==> config.mk <==
export PLATFORM = sky130hd
export DESIGN_NAME = miss_classifier
export DESIGN_NICKNAME = d
export VERILOG_FILES = /design/src/rtl/miss_classifier.sv
export SDC_FILE = /design/constraint.sdc
export NUM_CORES = 1
export LEC_CHECK = 0
export ABC_CLOCK_PERIOD_IN_PS = 8530
export BUFFER_PORTS_ARGS = -buffer_cell sky130_fd_sc_hd__buf_2
export CAP_MARGIN = 10
export CORE_UTILIZATION = 67
export CTS_BUF_LIST = sky130_fd_sc_hd__clkbuf_4
export DETAILED_ROUTE_END_ITERATION = 12
export PLACE_DENSITY = 0.88
export SLEW_MARGIN = 20
export SYNTH_ARGS = -nofsm -noshare
export SYNTH_HDL_FRONTEND = slang
export SYNTH_SLANG_ARGS = --single-unit
==> constraint.sdc <==
create_clock -name clk -period 8.53 [get_ports clk]
set_input_delay 1.2795 -clock clk [delete_from_list [all_inputs] [get_ports clk]]
set_output_delay 1.2795 -clock clk [all_outputs]
set_load 0.005 [all_outputs]
==> src/rtl/miss_classifier.sv <==
module miss_classifier #(
  parameter int ADDR_W = 5,
  parameter int OFS_W  = 1,
  parameter int IDX_W  = 2,
  parameter int CNT_W  = 8
) (
  input  logic              clk,
  input  logic              rst_n,
  input  logic              req_valid,
  input  logic [ADDR_W-1:0] req_addr,
  output logic              res_valid,
  output logic [1:0]        res_class,
  output logic [CNT_W-1:0]  hit_count,
  output logic [CNT_W-1:0]  cold_count,
  output logic [CNT_W-1:0]  conflict_count,
  output logic [CNT_W-1:0]  capacity_count
);
  localparam int BLK_W = ADDR_W - OFS_W;
  localparam int TAG_W = BLK_W - IDX_W;
  localparam int LINES = 1 << IDX_W;
  localparam int NBLK  = 1 << BLK_W;
  localparam logic [1:0] C_HIT = 2'b00, C_COLD = 2'b01, C_CONF = 2'b10, C_CAP = 2'b11;

  wire [BLK_W-1:0] blk = req_addr[ADDR_W-1:OFS_W];
  wire [IDX_W-1:0] idx = blk[IDX_W-1:0];
  wire [TAG_W-1:0] tag = blk[BLK_W-1:IDX_W];
  wire unused_ofs = ^req_addr[OFS_W-1:0];

  logic [LINES-1:0] dm_v;
  logic [TAG_W-1:0] dm_tag [LINES];
  logic [NBLK-1:0]  seen;
  logic [LINES-1:0] fa_v;
  logic [BLK_W-1:0] fa_blk [LINES];
  logic [IDX_W-1:0] fa_age [LINES];
  logic [CNT_W-1:0] cnt [4];

  logic             fa_hit;
  logic [IDX_W-1:0] hit_way, old_way, ref_way, ref_age;
  logic [1:0]       cls;

  always_comb begin
    fa_hit  = 1'b0;
    hit_way = '0;
    old_way = '0;
    for (int i = 0; i < LINES; i++) begin
      if (fa_v[i] && fa_blk[i] == blk) begin
        fa_hit  = 1'b1;
        hit_way = IDX_W'(i);
      end
      if (fa_age[i] == IDX_W'(LINES - 1)) old_way = IDX_W'(i);
    end
  end

  assign ref_way = fa_hit ? hit_way : old_way;
  assign ref_age = fa_age[ref_way];

  wire dm_hit = dm_v[idx] && (dm_tag[idx] == tag);
  assign cls = dm_hit     ? C_HIT  :
               !seen[blk] ? C_COLD :
               fa_hit     ? C_CONF : C_CAP;

  always_ff @(posedge clk or negedge rst_n) begin
    if (!rst_n) begin
      res_valid <= 1'b0;
      res_class <= C_HIT;
      dm_v      <= '0;
      seen      <= '0;
      fa_v      <= '0;
      for (int i = 0; i < LINES; i++) begin
        dm_tag[i] <= '0;
        fa_blk[i] <= '0;
        fa_age[i] <= IDX_W'(LINES - 1 - i);
      end
      for (int c = 0; c < 4; c++) cnt[c] <= '0;
    end else begin
      res_valid <= req_valid;
      if (req_valid) begin
        res_class   <= cls;
        dm_v[idx]   <= 1'b1;
        dm_tag[idx] <= tag;
        seen[blk]   <= 1'b1;
        for (int i = 0; i < LINES; i++) begin
          if (IDX_W'(i) == ref_way) begin
            fa_v[i]   <= 1'b1;
            fa_blk[i] <= blk;
            fa_age[i] <= '0;
          end else if (fa_age[i] < ref_age) begin
            fa_age[i] <= fa_age[i] + 1'b1;
          end
        end
        if (cnt[cls] != '1) cnt[cls] <= cnt[cls] + 1'b1;
      end
    end
  end

  assign hit_count      = cnt[0];
  assign cold_count     = cnt[1];
  assign conflict_count = cnt[2];
  assign capacity_count = cnt[3];
endmodule

**Word level (Yosys, flattened, before mapping)**

Cells that the tools add are included.

- Add/subtract/negate cells: 5
- Magnitude comparators: 13
- Equality and inequality tests: 12
- Multiplexer cells: 45
- Bitwise gates (word level): 5
- Reduce and logical (&&, ||, !) cells: 23

Operators by type and width:

| operator | count |
|---|---|
| $mux 2 | 20 |
| $bwmux 32 | 1 |
| $mux 8 | 3 |
| $reduce_and 2->1 | 9 |
| $bmux 8 s2 | 1 |
| $demux 8 s2 | 1 |
| $eq 4x4->1 | 4 |
| $or 16x16->16 | 1 |
| $mux 1 | 11 |
| $ge 3x3->1 const B | 3 |
| $logic_and 1x1->1 | 9 |
| $not 2->3 | 3 |
| $add 2x1->2 const B | 4 |
| $add 8x1->8 const B | 1 |
| $bmux 2 s2 | 2 |
| $bwmux 8 | 1 |
| $lt 2x2->1 | 4 |
| $ne 8x8->1 const B | 1 |
| $reduce_bool 2->1 | 4 |
| $eq 2x2->1 const B | 3 |
| $lt 3x1->1 const B | 2 |
| $lt 4x5->1 const B | 1 |
| $bmux 1 s4 | 1 |
| $demux 1 s4 | 1 |
| other kinds (11) | 12 |

- Flip-flop bits (word level): 91
- Output and inout port bits: 35

**Longest topological paths before layout**

Gate-level depths: netlist of the first run.

- Depth in word-level cells: 15
- Depth in mapped cells: 15

**Worst setup path before layout of the first run**

Ideal clock, no wire load.

- Path kind: input port to flip-flop
- Start: input req_addr[1]
- End: register cnt, in the netlist hit_count[1]
- Library setup time: 0.125 ns
- Arrival time: 3.947 ns
- Required time: 8.405 ns
- Setup slack: 4.459 ns
- Stages: 12
- Cell sequence: buf_6 > mux4_2 > xnor2_2 > or2_1 > buf_4 > o22ai_1 > a21o_2 > inv_2 > ha_1 > and4bb_2 > a21boi_4 > mux2_2

- Longest elaborated chain between the ends: 15

Ends and longest elaborated chain:

| item | RTL line | text |
|---|---|---|
| from (decl) | 10 | `input logic [ADDR_W-1:0] req_addr,` |
| $eq 4x4->1 | 46 | `if (fa_v[i] && fa_blk[i] == blk) begin` |
| $logic_and 1x1->1 | 46 |  |
| $mux 1 (4 in series) | 46 |  |
| $mux 1 | 60 | `fa_hit ? C_CONF : C_CAP;` |
| $mux 2 | 59 | `!seen[blk] ? C_COLD :` |
| $mux 2 (*) | 58 | `assign cls = dm_hit ? C_HIT :` |
| $not 2->3 (implied by the code) (*) | 91 | `if (cnt[cls] != '1) cnt[cls] <= cnt[cls] + 1'b1;` |
| $bmux 8 s2 (tied with other cells) | 91 |  |
| $mux 8 (implied by the code) or $logic_and 1x1->1 (tied branches) | 91 |  |
| $mux 8 (implied by the code) | 91 |  |
| $add 8x1->8 (tied with other cells) | 91 |  |
| $bwmux 32 or $reduce_and 2->1 (tied branches) | n/a |  |
| to (decl) | 35 | `logic [CNT_W-1:0] cnt [4];` |

Mark *: on every way between the ends. The rest lies on a longest branch, timed or not. The select of a mux whose other input is x is not followed.
A chain may end at the register's enable or synchronous reset.

**Worst setup path in the final report of the first run**

- Start: input req_addr[1]
- End: register cnt, in the netlist conflict_count[6]

The elaborated chain is that of the path after synthesis.

==> impl_results.md, run 1 <==
* Outcome: completed
* Final hold vios at 0
* Gpl congestion at just under 0.9
* Hold_sp: seen[0]
* Final wirelength at 9960 um
* Residual DRC at 0
* CTS Sinks at 91
* Crit. Startpoint: req_addr[1]
* Fillers at roughly 480
* Reg2Reg Setup Slack at a little under 5 ns
* Min cycle time layout at between 4 and 5 ns
* Max Root-Sink Buffers at 2
* Initial DRT Pass Iterations at 4
* Number of synthesized flops with an enable pin at 0
* Synthesized area per cell at 11.6 um2
* # nets final at 470
* Wirelength per Cell at between 15 and 20 um
* Required time worst endpoint at 8.88 ns
* Pin count of the biggest net entering global routing at 92
* Slew Limit Fails at 0
* Worst VDD drop at 254 uV
* HP Class: flip-flop to flip-flop
* CTS root buf: clkbuf_4
* Port bufs at a little over 40
* Syn_nets at 436
* Clock-pin slew on the worst setup and hold paths at 0.15 ns
* Core area at 6910 um2
* Pwr dens at 379 nW/um2
* Relative slew slack at 0.366
* Initial Util at 0.707
* Placed insts at 539
* CP Capture Type: flip-flop
* Post-Syn Instances at between 400 and 500
* Final worst-path cycle share at 0.534
* Gr ovfl total at 0
* Worst-Skew Late Latency at ~0.45 ns
* Async set-reset flop share out of synthesis at 1.00
* Sequential fraction of the synthesis area at 0.467
* Drt first-iter violations at a little under 300
* Kind of critical path: input port to flip-flop
* Hold path depth at 1
* Layout cells sized above 1 at 0.264
* Detailed placer's ending HPWL at 6800 um
* Postcts setup bufs at 0
* Crit-path max FO at 18
* Die width at between 80 and 90 um
* RSZ-0062 raised after global routing: no
* Hold Path End: seen[0]
* YS warnings at 0
* Max capacitance violation total at 0
* CTS tree: built
* Vias post-DR at roughly 3500
* Mapped Area at 4880 um2
* Antenna viol nets, final at 0
* # rows at 30
* Worst setup SP type: input port
* Setup TNS after final layout at 0 ns
* Final setup fails at 0
* ANT cells at 0
* Commonest non-fill, non-tap cell in the layout: dfrtp_1
* CTS buffer count at 9
* Final Instance Count excl. Fillers at between 500 and 600
* First-pass GRT wire length at between 15000 and 20000 um
* Post-synthesis sequential element count at 91
* Die area at 7640 um2
* Data arrival, critical path at 4.90 ns
* Worst Reg2Reg Path Length in Cells at 10
* Netlist cell types at 68
* # hold bufs at CTS at 0
* H-tree level count at 3
* Clk_skew at about 0.015 ns
* Fmax at 220 MHz
* Antenna violations before repair at 0
* Most frequent cells in the layout: dfrtp_1 (87), buf_2 (40), nand2_1 (37), o21ai_0 (28), mux2_2 (24)
* Vias in the first global route at 3394
* Leak at 0.00227 uW
* Power Total at 1980 uW
* R2R Path End: conflict_count[6]
* Worst slew pin tran at 0.944 ns
* Vias per cell at roughly 6.2
* Cell area after layout at 5210 um2
* Die extent in y at ~87 um
* R2r startpoint: dm_tag[1]
* Post-synth top flop: dfrtp_1
* CTS resizes at 0
* Area growth syn-to-layout at 6.63%
* Placed cell areas at 5090 um2
* Tot GR Track Use at 0.286
* Num ports at 43
-- where the power goes --
group | switching (uW) | internal (uW) | total, uW
Sequential | 128 | 594 | 721
Clock | 150 | 63.3 | 213
Combinational | 555 | 486 | 1040
-- metrics by stage --
stage / hold slack [ns] / utilization / setup slack, ns
after detailed placement: 0.450 / 0.737 / 3.58
after CTS: 0.485 / 0.754 / 4.05
after floorplan: 0.423 / - / 4.46
final: 0.478 / 0.754 / 3.98
after global routing: 0.496 / 0.754 / 3.80
after global placement: 0.437 / 0.737 / 3.67
-- metal layers --
layer / vias up / share of wire / track usage
met4: 0 / 0.021 / 0.101
met2: 121 / 0.48 / 0.444
met1: 1714 / 0.45 / 0.398
met3: 23 / 0.058 / 0.0645
met5: - / 0 / 0
li1: 1607 / - / -
-- worst max path at each step --
stage                                    to  cells after the start  slack (ns)
final                     conflict_count[6]                     11        3.98
after global routing      conflict_count[2]                     12        3.80
after CTS                 conflict_count[2]                     11        4.05
after detailed placement  conflict_count[4]                     11        3.58
after global placement    conflict_count[0]                     11        3.67
after floorplan                hit_count[1]                     12        4.46
-- logic make-up (layout without fill, tap and decap cells) --
logic type	Yosys count	count (layout)	share of synthesized area
xor gates and xnor gates	24	24	0.0446
muxes	66	66	0.168
and+or+nand+nor	104	104	0.113
buffers and inverters	33	72	0.0377
AOI/OAI and AO/OA	94	94	0.149
DFF	91	91	0.467
adders and majority gates	8	8	0.0205
-- critical path, cell delays in order --
cell and delay (ns):
buf_2 0.34, mux4_2 0.59, xnor2_2 0.18, nor2_2 0.57
nor2_2 0.24, a21o_2 0.29, inv_2 0.07, ha_1 0.32
nand4bb_4 0.22, o21bai_4 0.44, mux2_4 0.34
-- synthesized netlist by cell type (all sizes together), types with 3 or more instances --
| library cell | n | share of area |
|---|---|---|
| a2111oi | 3 | 0.0054 |
| a211oi | 4 | 0.0072 |
| a21boi | 3 | 0.0069 |
| a21o | 5 | 0.0079 |
| a21oi | 7 | 0.0095 |
| a221o | 4 | 0.0082 |
| a31o | 3 | 0.0054 |
| a31oi | 3 | 0.0038 |
| buf | 14 | 0.023 |
| clkbuf | 5 | 0.0038 |
| dfrtp | 87 | 0.45 |
| dfstp | 4 | 0.022 |
| ha | 8 | 0.020 |
| inv | 13 | 0.010 |
| mux2 | 41 | 0.10 |
| mux2i | 20 | 0.044 |
| mux4 | 5 | 0.023 |
| nand2 | 37 | 0.028 |
| nand2b | 7 | 0.0090 |
| nand3 | 11 | 0.011 |
| nand3b | 4 | 0.0061 |
| nand4 | 4 | 0.0051 |
| nor2 | 13 | 0.011 |
| nor2b | 4 | 0.0051 |
| nor3 | 6 | 0.0061 |
| o211ai | 6 | 0.0092 |
| o21ai | 29 | 0.030 |
| o21bai | 12 | 0.025 |
| o221ai | 4 | 0.011 |
| o22ai | 4 | 0.0051 |
| or2 | 3 | 0.0038 |
| xnor2 | 10 | 0.019 |
| xor2 | 14 | 0.025 |
-- final cells by class --
type / instances / area (um2) / area share
clock buffers: 10 / 75.1 / 0.0144
clock inverters: 6 / 41.3 / 0.00793
inverters: 14 / 52.6 / 0.0101
multi-input cells: 296 / 2420 / 0.464
flip-flops and latches: 91 / 2280 / 0.438
well taps: 96 / 120 / 0.0231
repair buffers: 42 / 219 / 0.0420
-- sequential cells by signal, indices dropped and copies added, names as in the netlist --
name and flops:
dm_v 4, fa_blk 16, capacity_count 8, fa_v 4, dm_tag 8, cold_count 8
res_class 2, conflict_count 8, hit_count 8, fa_age 8, res_valid 1, seen 16
(Power assumes the default switching activity.)
==> inputs of run 2 (changes only) <==
ABC_AREA = 1   (was not set)
ABC_CLOCK_PERIOD_IN_PS = 4200   (was 8530)
CORE_UTILIZATION = 62   (was 67)
PLACE_DENSITY = 0.83   (was 0.88)
clock period = 4.2 ns   (was 8.53 ns; I/O delays follow)
==> impl_results.md, run 2 <==
* Port bufs at 41
* CTS root buf: clkbuf_4
* Synth area leader: dfrtp_1
* Simple logic cell fraction of the synthesized area at 0.326
* First-pass GRT wire length at about 19000 um
* Die extent in y at 89.8 um
* Most frequent CP cell: nand2_1
* Worst setup SP type: input port
* Area contributors post-synth: dfrtp_1 (46%), nand2_1 (19%), o21ai_0 (4.6%), inv_1 (4.5%), nand3_1 (4.2%)
* Die width at 89.8 um
* Crit-path max FO at 21
* Post-synthesis adder-cell area fraction at 0.0210
* Gpl congestion at 0.933
* Fillers at 589
* Pwr dens at between 600 and 700 nW/um2
* Tot GR Track Use at 0.285
* Netlist cell types at 32
* Final setup fails at 0
* Crit-path cells: buf_2 -> inv_1 -> nand2_1 -> nand2_1 -> nand2_1 -> nand2_2 -> nor2_8 -> inv_2 -> nor2_1 -> nand2_1 -> nand4_1 -> inv_1 -> ha_1 -> nand2_2 -> nor2_4 -> nand2_4 -> nand2_1 -> nor2_1 -> nand2_1 -> nand2_1
* Vias per cell at 5.37
* Antenna viol nets, final at 0
* Placed insts at 747
* Postcts setup bufs at 0
* HP Class: input port to async pin
* Grt met3 use at 0.0457
* Outcome: completed
* Layout cells sized above 1 at 0.139
* # rows at 31
* Leak at ~0.0028 uW
* Vias post-DR at 4094
* Worst slew pin tran at 0.779 ns
* Final Instance Count excl. Fillers at 763
* Most frequent cells in the layout: nand2_1 (243), dfrtp_1 (87), inv_1 (57), o21ai_0 (44)
* Data arrival, critical path at 3.81 ns
* Post-synthesis sequential element count at 91
* Largest family of logic cells by synthesized area: simple AND/OR/NAND/NOR gates
* Die area at 8060 um2
* Pin count of the biggest net entering global routing at 64
* Sequential fraction of the synthesis area at 0.478
* Worst-Skew Late Latency at 0.44 ns
* CTS Sinks at around 90
* Commonest non-fill, non-tap cell in the layout: nand2_1
* Gr ovfl total at 0
* Residual DRC at 0
* CTS resizes at 0
* List of most frequent post-synthesis cells: nand2_1 (243), dfrtp_1 (87), inv_1 (57), o21ai_0 (44), nand3_1 (40)
* WP buf/inv at 4
* Num ports at 43
* Synth top area share at 0.456
* Synth Area in Compound Gates at 0.0885
* Final wirelength at 10400 um
* # nets final at 675
* CTS buffer count at 9
* Relative slew slack at 0.481
* Mapped Area at between 4000 and 5000 um2
* # hold bufs at CTS at 0
* Area growth syn-to-layout at 8.91%
* Vias in the first global route at 4006
* Met1 GRT Util at 0.383
* Drt first-iter violations at about 310
* Fmax at 292 MHz
* Post-Synth XOR/XNOR Area at 0.0147
* Mux share of post-synthesis cell area at 0
* Kind of critical path: input port to flip-flop
* Biggest regs: fa_blk (16), seen (16)
* Required time worst endpoint at ~4.6 ns
* Async set-reset flop share out of synthesis at 1.00
* Slowest CP cell: nor2_1
* YS warnings at 0
* CTS tree: built
* Max capacitance violation total at 0
* Final worst-path cycle share at 0.816
* Min cycle time layout at 3.43 ns
* Syn_nets at approximately 640
* Detailed placer's ending HPWL at 7210 um
* Initial Util at 0.652
* Delay-heaviest family, CP: simple AND/OR/NAND/NOR gates
* Core area at between 7000 and 8000 um2
* Worst VDD drop at ~340 uV
* Post-synth top flop: dfrtp_1
* Final hold vios at 0
* Clk_skew at roughly 0.021 ns
* RSZ-0062 raised after global routing: no
* Initial DRT Pass Iterations at 6
* Antenna violations before repair at 0
* H-tree level count at 3
* Number of synthesized flops with an enable pin at 0
* Gr busiest metal: met2
* Max Root-Sink Buffers at 2
* Met2 usage at 0.468
* Setup TNS after final layout at 0 ns
* ANT cells at 0
* Slew Limit Fails at 0
* Hold_ws at 0.256 ns
* Wirelength per Cell at 13.6 um
* CP max stage delay at 0.41 ns
* Post-Syn Instances at 622
* Clock-pin slew on the worst setup and hold paths at 0.15 ns
* Synthesized area per cell at 7.68 um2
* Count leader, synth: nand2_1
* CP Capture Type: flip-flop
run 2: worst paths after layout:
| kind | start | endpoint | slack [ns] | cells after the start |
|---|---|---|---|---|
| hold reg to reg | fa_v[0] | fa_v[0] | 0.48 | 2 |
| setup / recovery | req_addr[2] | cold_count[6] | 0.77 | 20 |
| setup reg to reg | seen[9] | cold_count[6] | 1.13 | 20 |
| max in group asynchronous | rst_n | capacity_count[2] | 3.08 | 2 |
| min in group clk | fa_v[0] | fa_v[0] | 0.48 | 2 |
| hold / removal | rst_n | seen[8] | 0.26 | 1 |
run 2: cell families after synthesis:
kind of cell               after synthesis
AOI/OAI and AO/OA                       75
xor gates and xnor gates                 8
adders and majority gates                8
buffers and inverters                   82
DFF                                     91
and+or+nand+nor                        358
run 2: cell type report:
cell class / instances / area [um2] / share of cell area
clock buffer: 9 / 67.6 / 0.0130
clock inverter: 7 / 100 / 0.0192
inverter: 62 / 233 / 0.0447
multi-input combinational: 449 / 2150 / 0.413
sequential: 91 / 2280 / 0.439
tap: 99 / 124 / 0.0238
timing repair buffer: 46 / 245 / 0.0471
run 2: report_power, final:
part | internal (uW) | switching (uW) | total, uW
registers | 1150 | 200 | 1350
logic | 521 | 883 | 1400
clock network | 244 | 304 | 548
run 2: metal layers:
layer	vias to the layer above	wire [um]
met5	-	0
li1	2043	-
met4	0	212
met3	21	740
met2	153	4870
met1	1877	4560
run 2: stage by stage:
| stage | worst slack [ns] | cell area, um2 | utilization | total power [uW] |
|---|---|---|---|---|
| 3_5_place_dp | 0.413 | 5030 | 0.687 | 2760 |
| 5_1_grt | 0.412 | 5200 | 0.710 | 3620 |
| 6_report | 0.772 | 5200 | 0.710 | 3300 |
| 3_3_place_gp | 0.446 | 5030 | 0.687 | 2680 |
| 2_1_floorplan | 1.20 | 4780 | - | 2360 |
| 4_1_cts | 0.872 | 5200 | 0.710 | 3310 |
==> inputs of run 3 (changes only) <==
ABC_CLOCK_PERIOD_IN_PS = 2800   (was 4200)
CORE_UTILIZATION = 56   (was 62)
PLACE_DENSITY = 0.79   (was 0.83)
clock period = 2.8 ns   (was 4.2 ns; I/O delays follow)
==> impl_results.md, run 3 (synthesis gave the netlist of run 2 again) <==
* HP Class: input port to flip-flop
* Place WS at -0.208 ns
* Final setup fails at 0
* Vias in the first global route at 4282
* Delay-heaviest family, CP: simple AND/OR/NAND/NOR gates
* Vias post-DR at between 4000 and 5000
* WP buf/inv at 2
* Hold_ws at 0.293 ns
* Final hold vios at 0
* Final worst-path cycle share at 0.930
* Residual DRC at 0
* ANT cells at 0
* CTS tree: built
* Antenna viol nets, final at 0
* Initial DRT Pass Iterations at 5
* Area growth syn-to-layout at 19.8%
* CTS buffer count at 9
* Initial Util at 0.581
* Slowest CP cell: dfrtp_1
* Core area at 8220 um2
* Fillers at 669
* Commonest non-fill, non-tap cell in the layout: nand2_1
* Min cycle time layout at ~2.6 ns
* Die width at 94.4 um
* Biggest regs: fa_blk (16), seen (16)
* Wirelength per Cell at 14.0 um
* # rows at 33
* Gpl congestion at 0.889
* Max Root-Sink Buffers at 2
* Gr ovfl total at 0
* Antenna violations before repair at 0
* CTS Sinks at 91
* Fmax at 384 MHz
* Layout cells sized above 1 at 0.219
* Data arrival, critical path at 2.92 ns
* Vias per cell at 5.29
* Relative slew slack at 0.567
* Kind of critical path: flip-flop to flip-flop
* Final core utilization at 0.697
* Worst-Skew Late Latency at 0.43 ns
* Crit-path cells: nand2_1 -> o21ai_0 -> nand2_1 -> nand2_1 -> nand2_1 -> nand2_1 -> nor2_8 -> inv_2 -> nor2_1 -> nand2_1 -> nand4_1 -> inv_1 -> ha_1 -> nand2_2 -> nor2_4 -> nand2_4 -> nand3_2 -> nand2_1 -> o21ai_1
* Slew Limit Fails at 0
* Pwr dens at 983 nW/um2
* CP max stage delay at 0.41 ns
* Worst slew pin tran at approximately 0.65 ns
* Detailed placer's ending HPWL at 8260 um
* Most frequent cells in the layout: nand2_1 (238), dfrtp_1 (87), buf_4 (61), inv_1 (57), o21ai_0 (42)
* Clock-pin slew on the worst setup and hold paths at 0.14 ns
* Max capacitance violation total at 0
* Clk_skew at 0.0214 ns
* Register Area at between 2000 and 2500 um2
* Leak at ~0.0031 uW
* Final worst slack at 0.197 ns
* First-pass GRT wire length at 19400 um
* Multi-input gate area at around 2200 um2
* CP Capture Type: flip-flop
* Worst setup SP type: flip-flop
* Pin count of the biggest net entering global routing at 53
* Port bufs at 41
* Final wirelength at 11600 um
* # nets final at about 730
* CTS root buf: clkbuf_4
* Drt first-iter violations at ~260
* H-tree level count at 3
* Num ports at 43
* Tot GR Track Use at 0.283
* Outcome: completed
* Crit-path max FO at 11
* Required time worst endpoint at 3.11 ns
* Die extent in y at 94.4 um
* Worst VDD drop at 558 uV
* Most frequent CP cell: nand2_1
* Die area at 8900 um2
## run 3: cell count changes in the layout (fill, tap and decap cells not counted), moves of 3 or more
| cell | previous run | this run |
|---|---|---|
| nand2_1 | 243 | 238 |
| nand2_2 | 3 | 8 |
| buf_12 | 0 | 3 |
| clkbuf_4 | 9 | 12 |
| buf_4 | 6 | 61 |
| clkinvlp_4 | 3 | 0 |
## run 3: worst paths after layout
check	start	slack, ns	cells after the start	end
worst min-delay path	req_valid	0.29	1	res_valid
min in group asynchronous	rst_n	0.52	2	fa_blk[7]
worst max-delay path	seen[9]	0.20	19	hit_count[1]
worst min register to register	dm_v[2]	0.48	2	dm_v[2]
worst max register to register	seen[9]	0.20	19	hit_count[1]
max in group asynchronous	rst_n	1.46	3	fa_age[6]
## run 3: metrics by stage
stage	total power (uW)	instance area (um2)	cells	TNS, ns
2_1_floorplan	3530	4780	622	0
3_3_place_gp	4500	5480	808	-0.529
3_5_place_dp	4670	5480	808	-3.58
4_1_cts	5480	5650	825	0
5_1_grt	6100	5720	828	-0.122
6_report	5620	5720	828	0
## run 3: layout make-up
| cell class | count | share of cell area |
|---|---|---|
| multi-input combinational | 449 | 0.383 |
| clock buffer | 12 | 0.0157 |
| inverter | 62 | 0.0407 |
| timing repair buffer | 105 | 0.127 |
| sequential | 91 | 0.399 |
| clock inverter | 4 | 0.0118 |
| tap | 105 | 0.0230 |
## run 3: repair_timing
action                                 in CTS  in global routing
hold buffers                                1                  0
buffers inserted                            0                  3
resized for setup                           0                 14
endpoints found under the hold margin       2                  0
setup endpoints to repair                   0                 16
## run 3: per-layer routing
metal | vias to the layer above | wire length [um] | GRT usage
met3 | 22 | 642 | 0.0338
li1 | 2152 | - | -
met4 | 0 | 266 | 0.131
met5 | - | 0 | 0
met2 | 135 | 5670 | 0.468
met1 | 2069 | 4990 | 0.373
## run 3: where the power goes
part	switching [uW]	internal, uW	leakage, uW
Combinational	1520	1270	0.00193
Clock	419	388	0.0000866
Sequential	312	1720	0.00108
